**src/rtl/dptr_pkg.sv**
```systemverilog
package dptr_pkg;
  // Control register bit positions; software depends on these positions.
  localparam int CTRL_SEL_BIT  = 0;
  localparam int CTRL_TOG_BIT  = 2;
  localparam int CTRL_DIR1_BIT = 4;
  localparam int CTRL_DIR0_BIT = 5;

  typedef struct packed {
    logic dir0;    // step direction of pointer 0, 1 = down
    logic dir1;    // step direction of pointer 1, 1 = down
    logic tog_en;  // flip selection after pointer instructions
    logic sel;     // active pointer
  } dptr_ctrl_t;

  function automatic logic [7:0] ctrl_pack(dptr_ctrl_t c);
    logic [7:0] b;
    b = 8'h00;
    b[CTRL_SEL_BIT]  = c.sel;
    b[CTRL_TOG_BIT]  = c.tog_en;
    b[CTRL_DIR1_BIT] = c.dir1;
    b[CTRL_DIR0_BIT] = c.dir0;
    return b;
  endfunction

  function automatic dptr_ctrl_t ctrl_unpack(logic [7:0] b);
    dptr_ctrl_t c;
    c.sel    = b[CTRL_SEL_BIT];
    c.tog_en = b[CTRL_TOG_BIT];
    c.dir1   = b[CTRL_DIR1_BIT];
    c.dir0   = b[CTRL_DIR0_BIT];
    return c;
  endfunction
endpackage

```
**src/rtl/dptr_ctrl_reg.sv**
```systemverilog
module dptr_ctrl_reg
  import dptr_pkg::*;
(
  input  logic       clk,
  input  logic       rst_n,
  input  logic       wr_en,
  input  logic [7:0] wdata,
  input  logic       op_done,
  output dptr_ctrl_t ctrl
);
  dptr_ctrl_t ctrl_d;

  always_comb begin
    ctrl_d = ctrl;
    if (wr_en) begin
      // software write overrides the automatic flip
      ctrl_d = ctrl_unpack(wdata);
    end else if (ctrl.tog_en && op_done) begin
      ctrl_d.sel = ~ctrl.sel;
    end
  end

  always_ff @(posedge clk or negedge rst_n) begin
    if (!rst_n) ctrl <= '0;
    else        ctrl <= ctrl_d;
  end
endmodule

```
**src/rtl/dptr_ptr_reg.sv**
```systemverilog
module dptr_ptr_reg #(
  parameter int BYTE_W    = 8,
  parameter int PTR_BYTES = 2,
  localparam int PTR_W    = BYTE_W * PTR_BYTES
) (
  input  logic                 clk,
  input  logic                 rst_n,
  input  logic [PTR_BYTES-1:0] byte_we,
  input  logic [BYTE_W-1:0]    wdata,
  input  logic                 step_en,
  input  logic                 step_down,
  output logic [PTR_W-1:0]     ptr
);
  logic [PTR_W-1:0] stepped;
  logic             any_we;

  assign any_we  = |byte_we;
  assign stepped = step_down ? (ptr - PTR_W'(1)) : (ptr + PTR_W'(1));

  for (genvar b = 0; b < PTR_BYTES; b++) begin : g_byte
    logic [BYTE_W-1:0] byte_d;
    always_comb begin
      byte_d = ptr[b*BYTE_W +: BYTE_W];
      if (byte_we[b])            byte_d = wdata;
      else if (step_en && !any_we) byte_d = stepped[b*BYTE_W +: BYTE_W];
    end
    always_ff @(posedge clk or negedge rst_n) begin
      if (!rst_n) ptr[b*BYTE_W +: BYTE_W] <= '0;
      else        ptr[b*BYTE_W +: BYTE_W] <= byte_d;
    end
  end
endmodule

```
**src/rtl/dptr_rd_mux.sv**
```systemverilog
module dptr_rd_mux #(
  parameter int ADDR_W = 8,
  parameter int BYTE_W = 8,
  parameter int NUM_PTR = 2,
  parameter int PTR_BYTES = 2,
  parameter logic [ADDR_W-1:0] CTRL_ADDR = 8'hC0,
  parameter logic [ADDR_W-1:0] PTR_BASE  = 8'hC1,
  localparam int PTR_W = BYTE_W * PTR_BYTES
) (
  input  logic [ADDR_W-1:0]            addr,
  input  logic [NUM_PTR-1:0][PTR_W-1:0] ptrs,
  input  logic [BYTE_W-1:0]            ctrl_byte,
  output logic [BYTE_W-1:0]            rdata
);
  always_comb begin
    rdata = '0;
    if (addr == CTRL_ADDR) rdata = ctrl_byte;
    for (int p = 0; p < NUM_PTR; p++) begin
      for (int b = 0; b < PTR_BYTES; b++) begin
        if (addr == ADDR_W'(int'(PTR_BASE) + p*PTR_BYTES + b))
          rdata = ptrs[p][b*BYTE_W +: BYTE_W];
      end
    end
  end
endmodule

```
**src/rtl/dptr_unit.sv**
```systemverilog
module dptr_unit
  import dptr_pkg::*;
#(
  parameter int ADDR_W = 8,
  parameter logic [ADDR_W-1:0] CTRL_ADDR = 8'hC0,
  parameter logic [ADDR_W-1:0] PTR_BASE  = 8'hC1
) (
  input  logic              clk,
  input  logic              rst_n,
  input  logic [ADDR_W-1:0] sfr_addr,
  input  logic              sfr_we,
  input  logic [7:0]        sfr_wdata,
  output logic [7:0]        sfr_rdata,
  input  logic              ptr_op_done,
  input  logic              ptr_inc_done,
  output logic [15:0]       mem_addr
);
  localparam int BYTE_W    = 8;
  localparam int PTR_BYTES = 2;
  localparam int PTR_W     = BYTE_W * PTR_BYTES;
  localparam int NUM_PTR   = 2;

  dptr_ctrl_t ctrl;
  logic [7:0] ctrl_q;
  logic [NUM_PTR-1:0][PTR_W-1:0] ptrs;
  logic [NUM_PTR-1:0] dirs;

  assign ctrl_q  = ctrl_pack(ctrl);
  assign dirs[0] = ctrl.dir0;
  assign dirs[1] = ctrl.dir1;

  dptr_ctrl_reg u_ctrl (
    .clk     (clk),
    .rst_n   (rst_n),
    .wr_en   (sfr_we && (sfr_addr == CTRL_ADDR)),
    .wdata   (sfr_wdata),
    .op_done (ptr_op_done),
    .ctrl    (ctrl)
  );

  for (genvar p = 0; p < NUM_PTR; p++) begin : g_ptr
    logic [PTR_BYTES-1:0] bwe;
    for (genvar b = 0; b < PTR_BYTES; b++) begin : g_we
      assign bwe[b] = sfr_we &&
        (sfr_addr == ADDR_W'(int'(PTR_BASE) + p*PTR_BYTES + b));
    end
    dptr_ptr_reg #(.BYTE_W(BYTE_W), .PTR_BYTES(PTR_BYTES)) u_reg (
      .clk       (clk),
      .rst_n     (rst_n),
      .byte_we   (bwe),
      .wdata     (sfr_wdata),
      .step_en   (ptr_inc_done && (ctrl.sel == 1'(p))),
      .step_down (dirs[p]),
      .ptr       (ptrs[p])
    );
  end

  dptr_rd_mux #(
    .ADDR_W(ADDR_W), .BYTE_W(BYTE_W), .NUM_PTR(NUM_PTR),
    .PTR_BYTES(PTR_BYTES), .CTRL_ADDR(CTRL_ADDR), .PTR_BASE(PTR_BASE)
  ) u_rd (
    .addr      (sfr_addr),
    .ptrs      (ptrs),
    .ctrl_byte (ctrl_q),
    .rdata     (sfr_rdata)
  );

  assign mem_addr = ptrs[ctrl.sel];
endmodule

```
**config.mk**
```make
export PLATFORM = sky130hd
export DESIGN_NAME = dptr_unit
export DESIGN_NICKNAME = d
export VERILOG_FILES = /design/src/rtl/dptr_pkg.sv /design/src/rtl/dptr_ctrl_reg.sv /design/src/rtl/dptr_ptr_reg.sv /design/src/rtl/dptr_rd_mux.sv /design/src/rtl/dptr_unit.sv
export SDC_FILE = /design/constraint.sdc
export NUM_CORES = 1
export LEC_CHECK = 0
export ABC_AREA = 1
export BUFFER_PORTS_ARGS = -buffer_cell sky130_fd_sc_hd__clkbuf_2
export CORE_MARGIN = 2
export CORE_UTILIZATION = 30
export DETAILED_ROUTE_END_ITERATION = 10
export SLEW_MARGIN = 10
export SYNTH_ARGS = -nofsm -noshare
export SYNTH_HDL_FRONTEND = slang
export SYNTH_SLANG_ARGS = --single-unit
```
**constraint.sdc**
```tcl
create_clock -name clk -period 3.15 [get_ports clk]
set_input_delay 0.63 -clock clk [delete_from_list [all_inputs] [get_ports clk]]
set_output_delay 0.63 -clock clk [all_outputs]
set_load 0.01 [all_outputs]
```
==> impl_metrics.env <==
export IMPL_post_cts_buffers=0
export IMPL_ys_types=41
export IMPL_synth_top_area_share_pct=22.5
export IMPL_gp_congestion=0.936
export IMPL_hold_viol=0
export IMPL_final_cell_mix="nand2_1, inv_1, nand3_1"
export IMPL_worst_slew_pin_slew_ns=0.909
export IMPL_leakagePower_nw=2.64
export IMPL_cts_buffer_depth=2
export IMPL_syn_avg_cell_area_um2=6.21
export IMPL_root_buffer="clkbuf_16"
export IMPL_track_usage_pct=17.8
export IMPL_grt_pass1_wl_mm=20.1
export IMPL_cts_sinks=36
export IMPL_wire_per_inst_um=14.4
export IMPL_crit_chain="clkbuf_2, inv_1, nand2_1, nor3_1, nand2_1, o21ai_0, a21oi_1, nand3_1, clkbuf_2"
export IMPL_num_nets_final=738
export IMPL_cp_arrival_ns=1.91
export IMPL_ioPinCount=45
export IMPL_cp_required_ns=2.52
export IMPL_antenna_found_initial=0
export IMPL_dieArea_mm2=0.0143
export IMPL_ant_nets=0
export IMPL_cts_resized_gates=0
export IMPL_dp_hpwl_mm=10.2
export IMPL_post_route_period_util_pct=80.7
export IMPL_reg2reg_depth=10
export IMPL_syn_inst=643
export IMPL_drc=0
export IMPL_cts_made_buffers=5
export IMPL_slew_headroom_pct=39.4
export IMPL_rsz0062_at_grt="no"
export IMPL_period_minus_slack_ns=2.54
export IMPL_grt_pass1_vias=3973
export IMPL_synthToLayoutAreaGrowth_pct=15.2
export IMPL_rows=42
export IMPL_max_freq_mhz=393
export IMPL_drt_wl_total_mm=12.5
export IMPL_synth_nets=694
export IMPL_grt_max_degree=37
export IMPL_end_kind="output port"
export IMPL_initial_utilization_pct=30.4
export IMPL_initialDrtViolationCount=281
export IMPL_clk_pin_slew_worst_paths_ns=0.06
export IMPL_hold_path_class="in2async"
export IMPL_critPathMaxStageDelay_ns=0.26
export IMPL_yosysWarnings=0
export IMPL_overflow=0
export IMPL_critPathLaunchType="input pin"
export IMPL_outcome="finished clean"
export IMPL_path_max_fanout=8
export IMPL_via_count=4156
export IMPL_die_h_um=119
export IMPL_dieWidth_um=119
export IMPL_fin_util_pct=35.0
export IMPL_drv_cap=0
export IMPL_drive_gt1_share_pct=13.4
export IMPL_netlist_area_mm2=0.00400
export IMPL_htreeDepth=2
export IMPL_p_per_area_mw_per_mm2=671
export IMPL_crit_slowest_cell="nand2_1"
export IMPL_yosys_area_top_type="dfrtp_1"
export IMPL_seq_area_frac_synth_pct=22.5
export IMPL_synth_area_leaders="dfrtp_1, nand2_1, ha_1"
export IMPL_hold_buffers=0
export IMPL_cts_tree="yes"
export IMPL_yosys_register_bits=36
export IMPL_setup_viol=0
export IMPL_final_common_cell="nand2_1"
export IMPL_drv_slew=0
export IMPL_drt_pass1_iterations=4
export IMPL_port_buffers=44
export IMPL_tns_ns=0
export IMPL_finalClockSkew_ns=0.00501
export IMPL_max_vdd_ir_drop_mv=0.306
export IMPL_clkLatencyLatePin_ns=0.28
export IMPL_core_area_mm2=0.0131
export IMPL_critPathKind="in2out"
export IMPL_antenna_cells=0
export IMPL_p_total_mw=3.09
export IMPL_vias_per_cell=4.81
==> final cells by class <==
class                      count  area, µm²
fill                        1499       8540
tap                          176        220
clock inverter                 3       90.1
sequential                    36        901
multi-input combinational    514       2710
clock buffer                   5        125
timing repair buffer          46        235
inverter                      84        315
==> final timing paths <==
path / startpoint / end / slack, ns
worst max register to register: u_ctrl.ctrl[2]$_DFFE_PN0P_ / g_ptr[1].u_reg.ptr[9]$_DFFE_PN0P_ / 0.84
worst min register to register: g_ptr[0].u_reg.ptr[11]$_DFFE_PN0P_ / g_ptr[0].u_reg.ptr[11]$_DFFE_PN0P_ / 0.55
min in group clk: g_ptr[0].u_reg.ptr[11]$_DFFE_PN0P_ / g_ptr[0].u_reg.ptr[11]$_DFFE_PN0P_ / 0.55
max in group asynchronous: rst_n / g_ptr[1].u_reg.ptr[12]$_DFFE_PN0P_ / 2.11
worst min-delay path: rst_n / u_ctrl.ctrl[0]$_DFFE_PN0P_ / 0.47
worst max-delay path: sfr_addr[2] / sfr_rdata[0] / 0.61
==> power breakdown <==
group / internal (mW) / leakage, nW / switching, mW
registers: 0.638 / 0.473 / 0.300
clock network: 0.533 / 0.104 / 0.190
logic: 0.562 / 2.06 / 0.864
total: 1.73 / 2.64 / 1.35
==> critical path, delay by kind of cell <==
| kind | cells | cell delay (ns) |
|---|---|---|
| compound gates | 2 | 0.27 |
| buf+inv | 3 | 0.31 |
| simple gates | 4 | 0.71 |
==> routing by layer <==
| metal | vias to the layer above | global-route usage, % | share of wire, % |
|---|---|---|---|
| met5 | - | 0 | 0 |
| met4 | 0 | 8.60 | 4.4 |
| met3 | 30 | 1.34 | 2.5 |
| li1 | 2157 | - | - |
| met2 | 86 | 31.5 | 49 |
| met1 | 1883 | 21.9 | 44 |
==> per-stage QoR <==
| step | hold WS (ns) | worst slack, ns | cells | cell area, µm² |
|---|---|---|---|---|
| 2_1_floorplan | 0.334 | 1.05 | 643 | 4000 |
| 3_3_place_gp | 0.536 | 0.648 | 856 | 4390 |
| 3_5_place_dp | 0.536 | 0.611 | 856 | 4390 |
| 4_1_cts | 0.505 | 0.614 | 864 | 4600 |
| 5_1_grt | 0.563 | 0.482 | 864 | 4600 |
| 6_report | 0.470 | 0.609 | 864 | 4600 |
==> flip-flops by register name, summed over array words and instances (netlist names) <==
| name | flops |
|---|---|
| u_ctrl.ctrl | 4 |
| g_ptr.u_reg.ptr | 32 |
==> cells by family after synthesis <==
family | after synthesis | synth area share, %
AOI/OAI and AO/OA | 72 | 10.2
muxes | 6 | 1.69
buffers and inverters | 93 | 9.52
adders and majority gates | 30 | 9.77
and+or+nand+nor | 393 | 43.4
DFF | 36 | 22.5
xor gates and xnor gates | 13 | 2.85
==> cells in the mapped netlist, drive strengths merged <==
cell type,n
o22ai,4
a21boi,1
nand3b,2
nor2,55
mux2,6
and2,5
o21a,1
fa,2
xnor2,2
nor3,5
o21ai,24
and3,3
clkbuf,3
nand3,80
o21bai,4
xor2,11
or2,2
ha,28
nand2,237
o2111ai,1
nand4,4
a21oi,37
dfrtp,36
buf,6
inv,84
(Power assumes the default switching activity.)
